### config.mk
export PLATFORM = sky130hd
export DESIGN_NAME = ioin_gate
export DESIGN_NICKNAME = d
export VERILOG_FILES = /design/src/rtl/ioin_pkg.sv /design/src/rtl/ioin_decode.sv /design/src/rtl/ioin_guard.sv /design/src/rtl/ioin_gate.sv
export SDC_FILE = /design/constraint.sdc
export NUM_CORES = 1
export LEC_CHECK = 0
export BUFFER_PORTS_ARGS = -buffer_cell sky130_fd_sc_hd__buf_2
export CAP_MARGIN = 0
export CORE_ASPECT_RATIO = 0.9
export CORE_MARGIN = 5
export CORE_UTILIZATION = 45
export DETAILED_ROUTE_END_ITERATION = 8
export PLACE_DENSITY = 0.95
export SYNTH_ARGS = -nofsm -noshare
export SYNTH_HDL_FRONTEND = slang
export SYNTH_SLANG_ARGS = --single-unit
### constraint.sdc
create_clock -name clk -period 2.25 [get_ports clk]
set_input_delay 0.45 -clock clk [delete_from_list [all_inputs] [get_ports clk]]
set_output_delay 0.45 -clock clk [all_outputs]
set_load 0.02 [all_outputs]
### src/rtl/ioin_pkg.sv
package ioin_pkg;
    typedef enum logic [1:0] {
        ST_IDLE  = 2'd0,
        ST_CHECK = 2'd1,
        ST_RESP  = 2'd2
    } ioin_state_e;

    typedef enum logic [1:0] {
        VERD_ALLOW = 2'd0,
        VERD_GP    = 2'd1,
        VERD_UD    = 2'd2
    } ioin_verdict_e;

    localparam logic [1:0] SZ_8  = 2'd0;
    localparam logic [1:0] SZ_16 = 2'd1;
    localparam logic [1:0] SZ_32 = 2'd2;

    localparam logic [7:0] OP_IMM_B  = 8'hE4;
    localparam logic [7:0] OP_IMM_W  = 8'hE5;
    localparam logic [7:0] OP_DX_B   = 8'hEC;
    localparam logic [7:0] OP_DX_W   = 8'hED;
endpackage

### src/rtl/ioin_decode.sv
module ioin_decode
    import ioin_pkg::*;
#(
    parameter int PORT_W    = 16,
    parameter int IMM_W     = 8,
    parameter int MAX_BYTES = 4,
    localparam int NB_W     = $clog2(MAX_BYTES) + 1
) (
    input  logic [7:0]        opcode,
    input  logic              osz32,
    input  logic [IMM_W-1:0]  imm,
    input  logic [PORT_W-1:0] dx,
    output logic              illegal,
    output logic [PORT_W-1:0] port,
    output logic [1:0]        size_code,
    output logic [NB_W-1:0]   nbytes
);
    logic from_imm;
    logic wide;

    always_comb begin
        illegal  = !(opcode == OP_IMM_B || opcode == OP_IMM_W ||
                     opcode == OP_DX_B  || opcode == OP_DX_W);
        from_imm = (opcode == OP_IMM_B) || (opcode == OP_IMM_W);
        wide     = (opcode == OP_IMM_W) || (opcode == OP_DX_W);
        port     = from_imm ? {{(PORT_W-IMM_W){1'b0}}, imm} : dx;
        if (!wide) begin
            size_code = SZ_8;
            nbytes    = NB_W'(1);
        end else if (osz32) begin
            size_code = SZ_32;
            nbytes    = NB_W'(4);
        end else begin
            size_code = SZ_16;
            nbytes    = NB_W'(2);
        end
    end
endmodule

### src/rtl/ioin_guard.sv
module ioin_guard #(
    parameter int PORT_W    = 16,
    parameter int MAX_BYTES = 4,
    localparam int NB_W     = $clog2(MAX_BYTES) + 1
) (
    input  logic                 pe,
    input  logic                 vm,
    input  logic [1:0]           cpl,
    input  logic [1:0]           iopl,
    input  logic [PORT_W-1:0]    port,
    input  logic [NB_W-1:0]      nbytes,
    input  logic [MAX_BYTES-1:0] bits,
    output logic                 need_check,
    output logic                 deny
);
    logic [MAX_BYTES-1:0] byte_bad;

    assign need_check = pe && (vm || (cpl > iopl));

    for (genvar i = 0; i < MAX_BYTES; i++) begin : g_byte
        logic [PORT_W:0] end_port;
        logic            covered;
        assign end_port    = {1'b0, port} + (PORT_W+1)'(i);
        assign covered     = (NB_W'(i) < nbytes);
        assign byte_bad[i] = covered && (bits[i] || end_port[PORT_W]);
    end

    assign deny = |byte_bad;
endmodule

### src/rtl/ioin_gate.sv
module ioin_gate
    import ioin_pkg::*;
#(
    parameter int PORT_W    = 16,
    parameter int IMM_W     = 8,
    parameter int MAX_BYTES = 4,
    localparam int NB_W     = $clog2(MAX_BYTES) + 1
) (
    input  logic                 clk,
    input  logic                 rst_n,
    input  logic                 req_valid,
    output logic                 req_ready,
    input  logic [7:0]           req_opcode,
    input  logic                 req_osz32,
    input  logic                 req_lock,
    input  logic [IMM_W-1:0]     req_imm,
    input  logic [PORT_W-1:0]    req_dx,
    input  logic                 mode_pe,
    input  logic                 mode_vm,
    input  logic [1:0]           mode_cpl,
    input  logic [1:0]           mode_iopl,
    output logic                 bm_rd_req,
    output logic [PORT_W-1:0]    bm_rd_addr,
    input  logic                 bm_rd_valid,
    input  logic [MAX_BYTES-1:0] bm_rd_data,
    output logic [PORT_W-1:0]    out_port,
    output logic [1:0]           out_size,
    output logic                 out_allow,
    output logic                 out_gp,
    output logic                 out_ud
);
    ioin_state_e   state, state_nxt;
    ioin_verdict_e verdict;
    logic [PORT_W-1:0] lat_port;
    logic [1:0]        lat_size;
    logic [NB_W-1:0]   lat_nbytes;

    logic              dec_illegal;
    logic [PORT_W-1:0] dec_port;
    logic [1:0]        dec_size;
    logic [NB_W-1:0]   dec_nbytes;
    logic              need_check;
    logic              deny;
    logic              accept;
    logic              refuse_op;

    ioin_decode #(.PORT_W(PORT_W), .IMM_W(IMM_W), .MAX_BYTES(MAX_BYTES)) u_decode (
        .opcode    (req_opcode),
        .osz32     (req_osz32),
        .imm       (req_imm),
        .dx        (req_dx),
        .illegal   (dec_illegal),
        .port      (dec_port),
        .size_code (dec_size),
        .nbytes    (dec_nbytes)
    );

    ioin_guard #(.PORT_W(PORT_W), .MAX_BYTES(MAX_BYTES)) u_guard (
        .pe         (mode_pe),
        .vm         (mode_vm),
        .cpl        (mode_cpl),
        .iopl       (mode_iopl),
        .port       (lat_port),
        .nbytes     (lat_nbytes),
        .bits       (bm_rd_data),
        .need_check (need_check),
        .deny       (deny)
    );

    assign accept    = (state == ST_IDLE) && req_valid;
    assign refuse_op = dec_illegal || req_lock;

    // state register
    always_ff @(posedge clk) begin
        if (!rst_n) state <= ST_IDLE;
        else        state <= state_nxt;
    end

    // transitions
    always_comb begin
        state_nxt = state;
        unique case (state)
            ST_IDLE: begin
                if (req_valid) begin
                    if (refuse_op)       state_nxt = ST_RESP;
                    else if (need_check) state_nxt = ST_CHECK;
                    else                 state_nxt = ST_RESP;
                end
            end
            ST_CHECK: if (bm_rd_valid) state_nxt = ST_RESP;
            ST_RESP:  state_nxt = ST_IDLE;
            default:  state_nxt = ST_IDLE;
        endcase
    end

    // request and verdict holding registers
    always_ff @(posedge clk) begin
        if (!rst_n) begin
            verdict    <= VERD_ALLOW;
            lat_port   <= '0;
            lat_size   <= SZ_8;
            lat_nbytes <= NB_W'(1);
        end else if (accept) begin
            lat_port   <= dec_port;
            lat_size   <= dec_size;
            lat_nbytes <= dec_nbytes;
            verdict    <= refuse_op ? VERD_UD : VERD_ALLOW;
        end else if ((state == ST_CHECK) && bm_rd_valid) begin
            verdict    <= deny ? VERD_GP : VERD_ALLOW;
        end
    end

    // outputs
    always_comb begin
        req_ready  = (state == ST_IDLE);
        bm_rd_req  = (state == ST_CHECK);
        bm_rd_addr = lat_port;
        out_port   = lat_port;
        out_size   = lat_size;
        out_allow  = (state == ST_RESP) && (verdict == VERD_ALLOW);
        out_gp     = (state == ST_RESP) && (verdict == VERD_GP);
        out_ud     = (state == ST_RESP) && (verdict == VERD_UD);
    end
endmodule

==> After elaboration in Yosys (flattened, before gate mapping) <==
Cells that the tools add are included.
{ "word_totals": {"reg_bits": 25, "in_bits": 48, "output_inout_bits": 39} }
{ "classes": {"add_sub_neg": 3, "magnitude_cmp": 5, "eq_ne": 10, "mux": 14, "reduce_logical": 25} }
{ "op_table": {"columns": ["op", "count"], "rows": [
  ["$add 16x2->17 const B", 2],
  ["$eq 8x8->1 const B", 4],
  ["$mux 2", 9],
  ["$add 16x1->17 const B", 1],
  ["$mux 16", 1],
  ["$logic_and 1x1->1", 10],
  ["$logic_or 1x1->1", 9],
  ["$lt 1x3->1 const A", 2],
  ["$lt 2x3->1 const A", 2],
  ["$mux 3", 2],
  ["$eq 2x1->1 const B", 2],
  ["$eq 2x2->1 const B", 2],
  ["$logic_not 2->1", 2],
  ["$pmux 2 s2", 1],
  ["$reduce_or 4->1", 1],
  ["$gt 2x2->1", 1],
  ["$ne 2x1->1 const B", 1],
  ["$ne 2x2->1 const B", 1],
  ["$reduce_and 2->1", 1],
  ["$reduce_bool 2->1", 1],
  ["$logic_not 1->1", 1],
  ["$mux 1", 1]
]} }

==> Depth between registers and ports, before layout <==
{ "logic_depth": {"depth_word": 9, "mapped_depth": 6, "mapped_depth_nobuf": 6} }

==> Cells and area by module <==
Synthesis repeated with hierarchy kept, for this count alone.
{ "hier_totals": {"cells_unflattened": 182, "area_unflattened_um2": 1557.7} }
{ "by_module_without_submodules": {"columns": ["module", "n_inst", "cells_per_inst", "area_each_um2", "seq_area_each_um2"], "rows": [
  ["ioin_gate", 1, 133, 1143.6, 500.5],
  ["ioin_decode", 1, 27, 254.0, 0.0],
  ["ioin_guard", 1, 22, 160.2, 0.0]
]} }

==> Worst setup path before layout <==
Ideal clock, no wire load.
{ "synth_path": {"path_kind": "input -> register", "startpoint": "input mode_iopl[1]", "endpoint": "register state[0]", "setup_ns": 0.117, "arrival_time_ns": 1.423, "setup_slack_ns": 0.710, "cell_stages": 6, "cell_sequence": "inv_1 ha_1 nor2b_1 a2bb2oi_1 o211a_1 a32o_1"} }
{ "synth_via": {"elab_chain_cells": 7} }
{ "synth_rtl": {"columns": ["item", "line", "text"], "rows": [
  ["start, declared", "ioin_gate.sv:21", "input logic [1:0] mode_iopl,"],
  ["$gt 2x2->1", "ioin_guard.sv:18", "assign need_check = pe && (vm || (cpl > iopl));"],
  ["$logic_or 1x1->1", "ioin_guard.sv:18", null],
  ["$logic_and 1x1->1", "ioin_guard.sv:18", null],
  ["$mux 2", "ioin_gate.sv:86", "else if (need_check) state_nxt = ST_CHECK;"],
  ["$mux 2", "ioin_gate.sv:85", "if (refuse_op) state_nxt = ST_RESP;"],
  ["$mux 2", "ioin_gate.sv:84", "if (req_valid) begin"],
  ["$pmux 2 s2", "ioin_gate.sv:82", "unique case (state)"],
  ["end signal, assigned", "ioin_gate.sv:76", "else state <= state_nxt;"],
  ["end, declared", "ioin_gate.sv:32", "ioin_state_e state, state_nxt;"]
]} }
Every way passes these cells. The select of a mux whose other input is x is not followed.
A chain may end at the register's enable or synchronous reset.

==> Final worst setup path <==
{ "layout_path": {"startpoint": "register state[1]", "endpoint": "output out_ud"} }
{ "layout_via": {"elab_chain_cells": 2} }
{ "layout_rtl": {"columns": ["item", "line", "text"], "rows": [
  ["$eq 2x2->1", "ioin_gate.sv:122", "out_ud = (state == ST_RESP) && (verdict == VERD_UD);"],
  ["$logic_and 1x1->1", "ioin_gate.sv:122", null],
  ["end, declared", "ioin_gate.sv:30", "output logic out_ud"]
]} }
Every way passes these cells.

==> flow_results.xml <==
<?xml version="1.0" encoding="UTF-8"?>
<metrics>
  <group name="place">
    <metric name="place_congestion" unit="">0.778</metric>
    <metric name="dp_hpwl" unit="um">2740</metric>
    <metric name="placement.io_buffers" unit="">86</metric>
    <metric name="dp_cells" unit="">266</metric>
  </group>
  <group name="synthesis">
    <metric name="synth.avg_cell_area" unit="sq um">8.68</metric>
    <metric name="synth.ff_latch_count" unit="">23</metric>
    <metric name="ys_seq_area_share" unit="%">33.2</metric>
    <metric name="synth-edff-count" unit="">0</metric>
    <metric name="ys.warnings.count" unit="">0</metric>
    <metric name="commonest_register_cell_after_synthesis" unit="">dfxtp_1</metric>
    <metric name="post_synth_instance_area" unit="sq um">1390</metric>
    <metric name="synthArstFlopShare" unit="%">0</metric>
    <metric name="number_of_library_cell_types_mapped_by_synthesis" unit="">43</metric>
    <metric name="synthesized_nets" unit="">210</metric>
    <metric name="synthesis.instances" unit="">160</metric>
  </group>
  <group name="floorplanning">
    <metric name="overall_die_area" unit="sq um">4300</metric>
    <metric name="die_x" unit="um">68.6</metric>
    <metric name="floorplan.rows" unit="">19</metric>
    <metric name="initial_utilization" unit="%">46.0</metric>
    <metric name="i_o_pin_total" unit="">87</metric>
    <metric name="fp.coreArea" unit="sq um">3020</metric>
    <metric name="height_of_the_die" unit="um">62.7</metric>
  </group>
  <group name="job">
    <metric name="max-cap-violations" unit="">0</metric>
  </group>
  <group name="cells_and_area">
    <metric name="drive_gt1_share" unit="%">46.5</metric>
    <metric name="fillCellCount" unit="">308</metric>
    <metric name="antenna_cells" unit="">0</metric>
    <metric name="area_grow_syn2layout" unit="%">25.6</metric>
    <metric name="nets" unit="">279</metric>
    <metric name="finish.cell_count_without_fillers" unit="">270</metric>
  </group>
  <group name="clocking">
    <metric name="cts_htree_levels" unit="">1</metric>
    <metric name="clock-root-buffer" unit="">clkbuf_4</metric>
    <metric name="clock_tree_from_tritoncts" unit="">built</metric>
    <metric name="clk_lat_worst_skew" unit="ns">0.31</metric>
    <metric name="clkSinkCount" unit="">23</metric>
    <metric name="max-clock-path-buffers" unit="">2</metric>
    <metric name="post_cts.resized_instances" unit="">0</metric>
    <metric name="clkTransAtPathRegs" unit="ns">0.13</metric>
    <metric name="cts-hold-fix-buffers" unit="">0</metric>
    <metric name="cts_buffer_count" unit="">3</metric>
    <metric name="post_cts.repair.setup_buffers" unit="">0</metric>
  </group>
  <group name="global_route">
    <metric name="global_route.usage.met2" unit="%">26.3</metric>
    <metric name="gr-usage-met1" unit="%">18.2</metric>
    <metric name="grt.total_usage" unit="%">15.3</metric>
    <metric name="antenna_violations_before_repair" unit="">0</metric>
    <metric name="grt_max_degree" unit="">26</metric>
    <metric name="globalRouteMet3Util" unit="%">4.68</metric>
    <metric name="top_usage_layer" unit="">met2</metric>
    <metric name="global_route_overflow" unit="">0</metric>
    <metric name="first_global_vias" unit="">1142</metric>
    <metric name="grt_pass1_wl" unit="um">5150</metric>
  </group>
  <group name="setup_path">
    <metric name="timing.critical_path.fanout_max" unit="">7</metric>
    <metric name="worst_setup_path_start_kind" unit="">register</metric>
    <metric name="worst_ep_arrival_time" unit="ns">1.31</metric>
    <metric name="cp_top_family" unit="">flip-flops</metric>
    <metric name="critPathBufInv" unit="">1</metric>
    <metric name="timing_worst_setup_path_type" unit="">reg -&gt; out</metric>
    <metric name="cp_cell_sequence" unit="">nand2b_1, nor3b_1, buf_2</metric>
    <metric name="timing.critical_path.to_type" unit="">primary output</metric>
    <metric name="cp_slowest_cell" unit="">dfxtp_1</metric>
    <metric name="worst_path_required" unit="ns">1.80</metric>
    <metric name="cpPeakStageDelay" unit="ns">0.50</metric>
  </group>
  <group name="power">
    <metric name="power_density" unit="nW/um^2">495</metric>
    <metric name="power.leakage" unit="nW">0.842</metric>
    <metric name="max-vdd-ir-drop" unit="uV">224</metric>
    <metric name="post-layout-total-power" unit="mW">0.864</metric>
  </group>
  <group name="timing">
    <metric name="fin_worst_skew" unit="ns">0.0108</metric>
    <metric name="report.final.slew_viol_count" unit="">0</metric>
    <metric name="worst_pin_slew" unit="ns">0.350</metric>
    <metric name="finalHoldViolCount" unit="">0</metric>
    <metric name="timing.slew.headroom" unit="%">76.5</metric>
    <metric name="fmax" unit="GHz">0.569</metric>
    <metric name="layout_min_cycle_time" unit="ns">1.76</metric>
    <metric name="setup_viol_count_final" unit="">0</metric>
    <metric name="grt_setup_unrepaired" unit="">no</metric>
    <metric name="setup-tns-final" unit="ns">0</metric>
    <metric name="final_min_period_over_clock_period" unit="%">78.1</metric>
  </group>
  <group name="outcome">
    <metric name="run_status" unit="">complete, no violations</metric>
  </group>
  <group name="drt">
    <metric name="antenna_violating_nets_post_route" unit="">0</metric>
    <metric name="detail_route.wirelength" unit="um">3420</metric>
    <metric name="drt_drc_violations_left" unit="">0</metric>
    <metric name="first_iter_violations" unit="">73</metric>
    <metric name="route.detailed.wl_per_inst" unit="um">12.7</metric>
    <metric name="drt_pass1_iterations" unit="">4</metric>
    <metric name="vias_per_cell" unit="">4.86</metric>
    <metric name="vias" unit="">1313</metric>
  </group>
  <group name="hold_path">
    <metric name="hold_path.class" unit="">in -&gt; reg</metric>
  </group>
</metrics>
-- state kept, by name, indices dropped and copies added (netlist names) --
register and count:
verdict 2, bm_rd_addr 16, lat_nbytes 1, state 2, out_size 2
-- through the flow --
step / worst slack (ns) / utilization (%) / area (sq um) / hold slack, ns
6_report: 0.493 / 57.8 / 1740 / 0.414
5_1_grt: 0.338 / 57.8 / 1740 / 0.412
4_1_cts: 0.462 / 57.8 / 1740 / 0.403
3_5_place_dp: 0.556 / 56.9 / 1720 / 0.519
3_3_place_gp: 0.600 / 56.9 / 1720 / 0.511
2_1_floorplan: 0.710 / - / 1390 / 0.482
-- tightest hold or removal path, stage by stage --
cell and delay (ns):
buf_2 0.08, nand4b_1 0.10, a21boi_1 0.06
-- Yosys cell counts, types with 2 or more instances --
| cell type | instances | area, sq um |
|---|---|---|
| a21oi_2 | 8 | 70.1 |
| and2_1 | 9 | 56.3 |
| buf_2 | 3 | 15.0 |
| buf_4 | 18 | 135 |
| clkbuf_1 | 2 | 7.51 |
| dfxtp_1 | 23 | 460 |
| ha_1 | 2 | 25.0 |
| inv_1 | 3 | 11.3 |
| mux2i_1 | 8 | 80.1 |
| nand2_1 | 19 | 71.3 |
| nand3_1 | 3 | 15.0 |
| nand4_1 | 4 | 25.0 |
| nor2_1 | 3 | 11.3 |
| nor2b_1 | 3 | 18.8 |
| nor3_1 | 2 | 10.0 |
| nor3b_1 | 2 | 15.0 |
| nor4_1 | 2 | 12.5 |
| o211ai_1 | 2 | 15.0 |
| o21a_1 | 2 | 15.0 |
| o21ai_0 | 11 | 55.1 |
| o21ai_1 | 9 | 45.0 |
-- area by class of cell --
cell class / instances / area (sq um) / share of cell area, %
inverters: 3 / 11.3 / 0.646
multi-input cells: 109 / 739 / 42.4
flip-flops and latches: 23 / 460 / 26.4
repair buffers: 89 / 453 / 26.0
well taps: 42 / 52.6 / 3.01
clock buffers: 3 / 22.5 / 1.29
clock inverters: 1 / 5.00 / 0.287
-- path summary, 6_finish.rpt --
| path | start | endpoint | slack (ns) | depth (start not counted) |
|---|---|---|---|---|
| min reg2reg | lat_nbytes[0] | lat_nbytes[0] | 0.54 | 2 |
| min | req_osz32 | out_size[0] | 0.41 | 3 |
| max reg2reg | state[0] | verdict[0] | 0.81 | 4 |
| max | state[1] | out_ud | 0.49 | 3 |
-- power breakdown --
group / switching, mW / leakage, nW / total [mW] / internal [mW]
Clock: 0.119 / 0.0177 / 0.185 / 0.0663
Sequential: 0.0224 / 0.189 / 0.452 / 0.430
Combinational: 0.130 / 0.636 / 0.227 / 0.0970
-- cell usage in the layout, fill, tap and decap left out, drive strengths merged, types with 3 or more instances in the layout --
cell / synthesis / routed
clkbuf: 2 / 3
mux2i: 8 / 8
o21ai: 20 / 20
nand3: 3 / 3
buf: 23 / 89
inv: 3 / 3
a21oi: 9 / 9
nand2: 19 / 19
nor3b: 3 / 3
and2: 9 / 9
nor2: 3 / 3
nor2b: 3 / 3
nor3: 3 / 3
dfxtp: 23 / 23
nand4: 4 / 4
-- metal layers --
| layer | routed length (um) | vias to the layer above |
|---|---|---|
| met2 | 1740 | 44 |
| met3 | 286 | 2 |
| li1 | - | 685 |
| met4 | 27 | 0 |
| met5 | 0 | - |
| met1 | 1370 | 582 |
-- cells by family after synthesis --
| kind of cell | share of synthesized area (%) |
|---|---|
| AOI/OAI and AO/OA | 20.2 |
| muxes | 5.77 |
| adders and majority gates | 1.80 |
| buffers and inverters | 14.1 |
| and+or+nand+nor | 25.0 |
| DFF | 33.2 |
No activity file was read; power rests on OpenSTA's default activity.
